## config.mk

```make
export PLATFORM = sky130hd
export DESIGN_NAME = i2cs_front
export DESIGN_NICKNAME = d
export VERILOG_FILES = /design/src/rtl/i2cs_pkg.sv /design/src/rtl/i2cs_sampler.sv /design/src/rtl/i2cs_shreg.sv /design/src/rtl/i2cs_ctrl.sv /design/src/rtl/i2cs_front.sv
export SDC_FILE = /design/constraint.sdc
export NUM_CORES = 1
export LEC_CHECK = 0
export BUFFER_PORTS_ARGS = -buffer_cell sky130_fd_sc_hd__buf_4
export CORE_MARGIN = 2
export CORE_UTILIZATION = 55
export CTS_BUF_LIST = sky130_fd_sc_hd__clkbuf_2 sky130_fd_sc_hd__clkbuf_4 sky130_fd_sc_hd__clkbuf_8
export DETAILED_ROUTE_END_ITERATION = 10
export HOLD_SLACK_MARGIN = 0.08
export PLACE_DENSITY = 0.83
export RECOVER_POWER = 100
export SLEW_MARGIN = 15
export SYNTH_ARGS = -nofsm -noshare
export SYNTH_HDL_FRONTEND = slang
export SYNTH_SLANG_ARGS = --single-unit
```

## constraint.sdc

```tcl
create_clock -name clk -period 1.7 [get_ports clk]
set_input_delay 0.085 -clock clk [delete_from_list [all_inputs] [get_ports clk]]
set_output_delay 0.085 -clock clk [all_outputs]
set_load 0.01 [all_outputs]
```

## src/rtl/i2cs_pkg.sv

```systemverilog
package i2cs_pkg;

    localparam int BYTE_W = 8;
    localparam int ADDR_W = BYTE_W - 1;

    // synchronised bus events, all valid for one system clock
    typedef struct packed {
        logic sda;    // synchronised data line
        logic rise;   // SCL rising edge
        logic fall;   // SCL falling edge
        logic start;  // SDA falls while SCL high
        logic stop;   // SDA rises while SCL high
    } bus_ev_t;

    typedef enum logic [2:0] {
        ST_IDLE,
        ST_CTRL,
        ST_CACK,
        ST_WDATA,
        ST_WACK,
        ST_RDATA,
        ST_RACK,
        ST_SKIP
    } st_t;

    function automatic logic addr_hit(input logic [BYTE_W-1:0] b,
                                      input logic [ADDR_W-1:0] a);
        return b[BYTE_W-1:1] == a;
    endfunction

endpackage

```

## src/rtl/i2cs_sampler.sv

```systemverilog
module i2cs_sampler
    import i2cs_pkg::*;
#(
    parameter int STAGES = 2
) (
    input  logic    clk,
    input  logic    rst,
    input  logic    scl_i,
    input  logic    sda_i,
    output logic    scl_s,
    output bus_ev_t ev
);
    localparam int N_LINES = 2;  // index 1 = SCL, index 0 = SDA

    logic [N_LINES-1:0] raw;
    logic [N_LINES-1:0] cur;
    logic [N_LINES-1:0] old;

    assign raw = {scl_i, sda_i};

    for (genvar g = 0; g < N_LINES; g++) begin : g_line
        logic [STAGES-1:0] chain;
        logic              last;
        always_ff @(posedge clk) begin
            if (rst) begin
                chain <= '1;
                last  <= 1'b1;
            end else begin
                chain <= {chain[STAGES-2:0], raw[g]};
                last  <= chain[STAGES-1];
            end
        end
        assign cur[g] = chain[STAGES-1];
        assign old[g] = last;
    end

    assign scl_s    = cur[1];
    assign ev.sda   = cur[0];
    assign ev.rise  = cur[1] & ~old[1];
    assign ev.fall  = ~cur[1] & old[1];
    assign ev.start = cur[1] & old[1] & old[0] & ~cur[0];
    assign ev.stop  = cur[1] & old[1] & ~old[0] & cur[0];

endmodule

```

## src/rtl/i2cs_shreg.sv

```systemverilog
module i2cs_shreg #(
    parameter int W = 8
) (
    input  logic         clk,
    input  logic         rst,
    input  logic         clr,
    input  logic         load,
    input  logic [W-1:0] ld_val,
    input  logic         sample,
    input  logic         sda,
    output logic [W-1:0] q,
    output logic         full
);
    localparam int CW = $clog2(W + 1);

    logic [CW-1:0] cnt;

    assign full = (cnt == CW'(W));

    always_ff @(posedge clk) begin
        if (rst || clr) begin
            q   <= '0;
            cnt <= '0;
        end else if (load) begin
            q   <= ld_val;
            cnt <= '0;
        end else if (sample && !full) begin
            // the line value is shifted in for both directions
            q   <= {q[W-2:0], sda};
            cnt <= cnt + CW'(1);
        end
    end

endmodule

```

## src/rtl/i2cs_ctrl.sv

```systemverilog
module i2cs_ctrl
    import i2cs_pkg::*;
#(
    parameter logic [ADDR_W-1:0] DEV_ADDR = 7'b1010000
) (
    input  logic              clk,
    input  logic              rst,
    input  bus_ev_t           ev,
    input  logic [BYTE_W-1:0] q,
    input  logic              full,
    input  logic              busy_i,
    input  logic              tx_msb_i,
    output logic              sr_clr,
    output logic              sr_load,
    output logic              sda_low_o,
    output logic              rx_valid_o,
    output logic [BYTE_W-1:0] rx_data_o,
    output logic              rx_first_o,
    output logic              tx_req_o,
    output logic              stop_o
);
    st_t  st;
    logic rw;
    logic active;
    logic first;
    logic mack;

    // shift register control and the byte request are decided combinationally
    always_comb begin
        sr_clr   = 1'b0;
        sr_load  = 1'b0;
        tx_req_o = 1'b0;
        if (!ev.stop) begin
            if (ev.start) begin
                sr_clr = 1'b1;
            end else if (ev.fall) begin
                case (st)
                    ST_CACK: begin
                        if (rw) begin
                            sr_load  = 1'b1;
                            tx_req_o = 1'b1;
                        end else begin
                            sr_clr = 1'b1;
                        end
                    end
                    ST_WACK: sr_clr = 1'b1;
                    ST_RACK: begin
                        if (mack) begin
                            sr_load  = 1'b1;
                            tx_req_o = 1'b1;
                        end
                    end
                    default: ;
                endcase
            end
        end
    end

    always_ff @(posedge clk) begin
        if (rst) begin
            st         <= ST_IDLE;
            sda_low_o  <= 1'b0;
            rx_valid_o <= 1'b0;
            rx_data_o  <= '0;
            rx_first_o <= 1'b0;
            stop_o     <= 1'b0;
            rw         <= 1'b0;
            active     <= 1'b0;
            first      <= 1'b0;
            mack       <= 1'b0;
        end else begin
            rx_valid_o <= 1'b0;
            rx_first_o <= 1'b0;
            stop_o     <= 1'b0;
            if (ev.stop) begin
                st        <= ST_IDLE;
                sda_low_o <= 1'b0;
                stop_o    <= active;
                active    <= 1'b0;
            end else if (ev.start) begin
                st        <= ST_CTRL;
                sda_low_o <= 1'b0;
                active    <= 1'b0;
            end else begin
                if (ev.rise && st == ST_RACK) begin
                    mack <= ~ev.sda;
                end
                if (ev.fall) begin
                    case (st)
                        ST_CTRL: begin
                            if (full) begin
                                if (addr_hit(q, DEV_ADDR) && !busy_i) begin
                                    sda_low_o <= 1'b1;
                                    rw        <= q[0];
                                    active    <= 1'b1;
                                    st        <= ST_CACK;
                                end else begin
                                    st <= ST_SKIP;
                                end
                            end
                        end
                        ST_CACK: begin
                            if (rw) begin
                                sda_low_o <= ~tx_msb_i;
                                st        <= ST_RDATA;
                            end else begin
                                sda_low_o <= 1'b0;
                                first     <= 1'b1;
                                st        <= ST_WDATA;
                            end
                        end
                        ST_WDATA: begin
                            if (full) begin
                                if (!busy_i) begin
                                    sda_low_o  <= 1'b1;
                                    rx_valid_o <= 1'b1;
                                    rx_data_o  <= q;
                                    rx_first_o <= first;
                                    first      <= 1'b0;
                                    st         <= ST_WACK;
                                end else begin
                                    st <= ST_SKIP;
                                end
                            end
                        end
                        ST_WACK: begin
                            sda_low_o <= 1'b0;
                            st        <= ST_WDATA;
                        end
                        ST_RDATA: begin
                            if (full) begin
                                sda_low_o <= 1'b0;
                                st        <= ST_RACK;
                            end else begin
                                sda_low_o <= ~q[BYTE_W-1];
                            end
                        end
                        ST_RACK: begin
                            if (mack) begin
                                sda_low_o <= ~tx_msb_i;
                                st        <= ST_RDATA;
                            end else begin
                                sda_low_o <= 1'b0;
                                st        <= ST_SKIP;
                            end
                        end
                        default: ;
                    endcase
                end
            end
        end
    end

endmodule

```

## src/rtl/i2cs_front.sv

```systemverilog
module i2cs_front
    import i2cs_pkg::*;
#(
    parameter logic [ADDR_W-1:0] DEV_ADDR    = 7'b1010000,
    parameter int                SYNC_STAGES = 2
) (
    input  logic              clk,
    input  logic              rst,
    input  logic              scl_i,
    input  logic              sda_i,
    output logic              sda_low_o,
    input  logic              busy_i,
    output logic              rx_valid_o,
    output logic [BYTE_W-1:0] rx_data_o,
    output logic              rx_first_o,
    output logic              tx_req_o,
    input  logic [BYTE_W-1:0] tx_data_i,
    output logic              stop_o
);
    bus_ev_t           ev;
    logic              scl_s;
    logic              stop_ev;
    logic              sr_clr;
    logic              sr_load;
    logic              sr_full;
    logic [BYTE_W-1:0] sr_q;

    assign stop_ev = ev.stop;

    i2cs_sampler #(.STAGES(SYNC_STAGES)) u_sampler (
        .clk   (clk),
        .rst   (rst),
        .scl_i (scl_i),
        .sda_i (sda_i),
        .scl_s (scl_s),
        .ev    (ev)
    );

    i2cs_shreg #(.W(BYTE_W)) u_shreg (
        .clk    (clk),
        .rst    (rst),
        .clr    (sr_clr),
        .load   (sr_load),
        .ld_val (tx_data_i),
        .sample (ev.rise),
        .sda    (ev.sda),
        .q      (sr_q),
        .full   (sr_full)
    );

    i2cs_ctrl #(.DEV_ADDR(DEV_ADDR)) u_ctrl (
        .clk        (clk),
        .rst        (rst),
        .ev         (ev),
        .q          (sr_q),
        .full       (sr_full),
        .busy_i     (busy_i),
        .tx_msb_i   (tx_data_i[BYTE_W-1]),
        .sr_clr     (sr_clr),
        .sr_load    (sr_load),
        .sda_low_o  (sda_low_o),
        .rx_valid_o (rx_valid_o),
        .rx_data_o  (rx_data_o),
        .rx_first_o (rx_first_o),
        .tx_req_o   (tx_req_o),
        .stop_o     (stop_o)
    );

endmodule

```

Word-level counts from Yosys, hierarchy flattened
Index checks and enable logic that the tools add are counted.
- memory bits (writable): 0
- flip-flop bits (word level): 37
- output and inout port bits: 13
- bits in latches: 0
- memories: 0
- bits in read-only memories: 0
- multipliers: 0
- multiplexer cells: 36
- bitwise logic cells: 19
- shifts and indexed selects: 0
- divide/modulo/power cells: 0
- magnitude comparators: 0
- equality and inequality tests: 17
- add/subtract/negate cells: 1
- reductions and logical operators: 25
- operator list (cell ; count):
    $mux W1 ; 22
    $pmux W3 S6 ; 1
    $reduce_and A6 Y1 ; 3
    $mux W8 ; 2
    $mux W3 ; 5
    $not A1 Y1 ; 12
    $ne A2 B2 Y1 const B ; 5
    $reduce_and A5 Y1 ; 2
    $eq A3 B3 Y1 const B ; 3
    $ne A3 B3 Y1 const B ; 3
    $and A1 B1 Y1 ; 7
    $eq A7 B7 Y1 const B ; 1
    $reduce_and A7 Y1 ; 1
    $reduce_bool A7 Y1 ; 1
    $reduce_or A7 Y1 ; 1
    $eq A3 B2 Y1 const B ; 2
    $pmux W1 S2 ; 3
    $pmux W1 S6 ; 1
    $reduce_bool A2 Y1 ; 3
    $reduce_bool A6 Y1 ; 1
    $reduce_or A2 Y1 ; 3
    $reduce_or A6 Y1 ; 1
    $add A4 B1 Y4 const B ; 1
    $eq A4 B4 Y1 const B ; 1
    other kinds (9) ; 13

Logic depth before layout (Yosys ltp)
- depth after elaboration: 7
- mapped depth: 8

Cells and area by module
A second synthesis with hierarchy kept.
- cell total of the unflattened synthesis: 196
- area total of the unflattened synthesis: 1849.3 um^2
- modules (own cells, without submodules) (module ; area an instance (um^2) ; times used ; cells each):
    i2cs_ctrl ; 1009.7 ; 1 ; 109
    i2cs_shreg ; 641.9 ; 1 ; 70
    i2cs_sampler ; 197.7 ; 1 ; 17

Least setup slack after synthesis
Ideal clock, no wire load.
- path type: register to register
- start point: register u_shreg.cnt[0]
- end point: register u_ctrl.rx_data_o[0]
- data arrival time: 1.378 ns
- buffers on the path: 1
- stages on the path, launching flop included: 9
- path slack: 0.194 ns
- data required time: 1.572 ns
- cells stage by stage: dfxtp_1 > inv_1 > ha_1 > and3b_1 > nand3_2 > nor3_1 > buf_4 > mux2i_1 > nor2_1
- word-level cells in the longest chain between the ends: 2
- ends and longest elaborated chain (item ; line ; text):
    start, declared ; i2cs_shreg.sv:16 ; logic [CW-1:0] cnt;
    start signal, assigned ; i2cs_shreg.sv:30 ; cnt <= cnt + CW'(1);
    $eq A4 B4 Y1 ; i2cs_shreg.sv:18 ; assign full = (cnt == CW'(W));
    $reduce_and A6 Y1 (no line) ; - ;
    end signal, assigned ; i2cs_ctrl.sv:117 ; rx_data_o <= q;
    end, declared ; i2cs_ctrl.sv:17 ; output logic [BYTE_W-1:0] rx_data_o,
No other way between the ends.
A chain may end at the register's enable or synchronous reset.

Final worst setup path
- start point: register u_shreg.cnt[1]
- end point: register u_ctrl.rx_data_o[1]
Same word-level chain as after synthesis.

==> metrics <==
initial antenna violation count=0; crit path kind=reg2reg; Comb pwr share=9.1%; vias in the first global route=1477; syn_area_per_cell=9.04 sq um; worst min path class=in2reg; FP Rows=20; Worst Tran Pin Value=0.423 ns; Initial Utilization=57.8%; CTS H-tree depth=2; cell count after synthesis=197; fin. max-slew vios=0; P&R area growth vs syn=28.4%; chip width=60.9 um; Flop pwr share=62.0%; TritonCTS clock tree=built; cell-internal power=1090 uW; nets@finish=266; Hold Path End=u_shreg.q[7]$_SDFFE_PP0P_; pwr/cell area=624 mW/mm^2; Synth Area in Adders=1.41%; R2R Setup Slk=0.02 ns; hold_ws=0.0821 ns; CTS clk-pin slew, worst paths=0.10 ns; Port Buffers=25; critical path, cell by cell=inv_2 -> ha_4 -> and3b_2 -> nand3_4 -> nor3_4 -> buf_4 -> mux2i_1 -> nor2_1; Post-DP HPWL=2.98 mm; initial DRC count=110; largest net degree at the start of global routing=23; Final Util=74.3%; Layout Skew=0.00845 ns; status=completed; register area share after synthesis=41.6%; switching share of power=23.8%; XOR/XNOR Fraction of Synth Area=2.46%; Routed WL=4.53 mm; Cell Area, Synth=0.00178 sq mm; Buf/Inv on CP=2; GPL Wtd Cong=0.884; EDFF count, synth=0; share of layout cells above drive strength 1=29.2%; Tcrit/Tclk final=99.1%; Synth Area in Simple Gates=24.8%; max_cap viols=0; CP peak stage delay=0.35 ns; Sw Pwr=339 uW; worst-path fanout max=5; Die Y-Extent=60.9 um; FMAX=0.594 GHz; clock power share=28.9%; total number of vias=1638; post-synthesis compound-gate area fraction=17.7%; Worst R2R End=u_ctrl.rx_data_o[1]$_SDFFE_PP0P_; Req. time, crit path=1.93 ns; Reg2Reg Depth=8; Slew HR=71.7%; total inserted antenna cells=0; CTS root buf=clkbuf_4; first-pass GRT wire length=6.76 mm; Hold Crit Depth=3; HP Start=tx_data_i[7]; kind of end point of the critical path=flip-flop; synthesis-stage register bit count=37; peak supply drop=460 uV; total die area=0.00371 sq mm; DRC=0; post-DR wirelength/cell=15.4 um; Most used DFF post-synth=dfxtp_1; grt total ovfl=0; Arr. time, crit path=1.91 ns; DR vias/cell=5.57; clk_lat worst skew=0.34 ns; Final ANT Viol Nets=0; CORE AREA=0.00308 sq mm; DRT Pass-1 Iters=4; number of CTS-inserted buffers=5; syn_nets=212; reg2reg start=u_shreg.cnt[1]$_SDFFE_PP0P_; type of origin of the critical path=flip-flop; Final Instance Area=0.00229 sq mm; mux cell area share after synthesis=6.75%; Bufs on Longest Clock Path=2; CTS Sinks=37; Post-synth ARST share=0%; Cell Area, Placed=0.00210 sq mm; LEAKAGE=0.000845 uW; Hold Violations, Final=0; largest family of logic cells by synthesized area=simple AND/OR/NAND/NOR gates; final setup fails=0; Synth cell types=46; Total Routing Usage GR=25.3%; YS warnings=0; IO Count=26; post-layout min period=1.68 ns; Worst path slowest cell=dfxtp_2; crit-path leading delay family=simple AND/OR/NAND/NOR gates
-- area by class of cell --
cell class | count | area [sq um]
well taps | 44 | 55.1
multi-input cells | 143 | 992
inverters | 7 | 26.3
flip-flops and latches | 37 | 746
fillers | 243 | 792
repair buffers | 57 | 424
clock buffers | 5 | 37.5
clock inverters | 1 | 5.00
-- logic make-up after synthesis --
family          Yosys count
xor+xnor                  5
flops                    37
buf+inv                  17
simple gates             87
mux                      12
fa+ha+maj                 2
compound gates           37
-- worst max path at each step --
stage | from | cells after the start | slack, ns | end
after floorplan | u_shreg.cnt[0]$_SDFFE_PP0P_ | 8 | 0.19 | u_ctrl.rx_data_o[0]$_SDFFE_PP0P_
after global placement | u_shreg.cnt[1]$_SDFFE_PP0P_ | 7 | 0.08 | u_ctrl.rw$_SDFFE_PP0P_
after detailed placement | u_shreg.cnt[1]$_SDFFE_PP0P_ | 7 | -0.004 | u_ctrl.rw$_SDFFE_PP0P_
after CTS | u_shreg.cnt[1]$_SDFFE_PP0P_ | 7 | 0.005 | u_ctrl.rw$_SDFFE_PP0P_
after global routing | u_shreg.cnt[1]$_SDFFE_PP0P_ | 8 | -0.05 | u_ctrl.rx_data_o[3]$_SDFFE_PP0P_
final | u_shreg.cnt[1]$_SDFFE_PP0P_ | 8 | 0.02 | u_ctrl.rx_data_o[1]$_SDFFE_PP0P_
-- placed cells by master (no fill, tap or decap), drive strengths merged, types with 2 or more instances in the layout --
master / n
nand2: 26
ha: 2
mux2i: 12
nand3: 3
nor4b: 2
buf: 35
a311oi: 7
xor2: 4
o2111ai: 2
clkbuf: 17
nor2: 30
or3: 3
o21ai: 7
dfxtp: 37
inv: 7
nand2b: 4
a21oi: 8
nor4: 3
dlygate4sd3: 10
a31oi: 2
or2: 7
and2: 2
-- synthesized netlist by cell type, types with 2 or more instances --
library cell | instances | share of area, %
or2_2 | 7 | 2.5
inv_1 | 6 | 1.3
nor4_1 | 2 | 0.70
dfxtp_1 | 37 | 42
nand2_1 | 26 | 5.5
buf_4 | 3 | 1.3
mux2i_1 | 12 | 6.7
a21oi_1 | 8 | 2.2
nand3_1 | 2 | 0.56
and2_1 | 2 | 0.70
or3_1 | 3 | 1.1
a311oi_2 | 7 | 5.9
o2111ai_1 | 2 | 0.98
nor4b_2 | 2 | 1.7
buf_2 | 3 | 0.84
nand2b_1 | 3 | 1.1
nor2_1 | 30 | 6.3
buf_6 | 2 | 1.3
o21ai_0 | 7 | 2.0
clkbuf_1 | 2 | 0.42
a31oi_1 | 2 | 0.70
ha_1 | 2 | 1.4
xor2_1 | 4 | 2.0
-- tightest hold or removal path, delay by kind of cell --
kind | cells | cell delay, ns
buffers and inverters | 1 | 0.12
and+or+nand+nor | 1 | 0.12
AOI/OAI and AO/OA | 1 | 0.06
-- sequential cells by signal, summed over array words and instances, names as in the netlist --
signal and flops:
u_shreg.q 8, u_ctrl.active 1, u_sampler.g_line.chain 4, u_ctrl.st 3, u_ctrl.rw 1, u_ctrl.stop_o 1, u_ctrl.mack 1, u_ctrl.rx_valid_o 1
u_ctrl.rx_data_o 8, u_shreg.cnt 4, u_sampler.g_line.last 2, u_ctrl.sda_low_o 1, u_ctrl.first 1, u_ctrl.rx_first_o 1
-- per-stage QoR --
step	setup slack, ns	power [uW]	setup TNS [ns]	instances
3_3_place_gp	0.0844	1000	0	274
2_1_floorplan	0.194	954	0	197
4_1_cts	0.00523	1420	0	288
6_report	0.0154	1430	0	294
3_5_place_dp	-0.00365	1010	-0.00365	274
5_1_grt	-0.0463	1490	-0.273	294
-- repair_timing --
| item | 4_1_cts | 5_1_grt |
|---|---|---|
| pin swaps | 0 | 3 |
| resized for setup | 2 | 16 |
| buffers inserted | 0 | 3 |
| hold buffers | 8 | 2 |
| endpoints found under the hold margin | 11 | 2 |
| cloned | 0 | 1 |
| endpoints found under the setup margin | 1 | 12 |
-- routing by layer --
metal  vias to the layer above  routed length [um]  track usage (%)
li1                        798                   -                -
met1                       787                1900             31.7
met2                        44                2340             43.0
met3                         9                 210             5.97
met4                         0                  76             8.07
met5                         -                   0                0
-- power by group through the flow --
stage / sequential [uW] / clock [uW] / combinational (uW)
final: 883 / 412 / 130
after CTS: 883 / 414 / 120
after global routing: 885 / 462 / 139
after floorplan: 902 / 0 / 51.4
after detailed placement: 903 / 0 / 104
after global placement: 902 / 0 / 103
(Power assumes the default switching activity.)
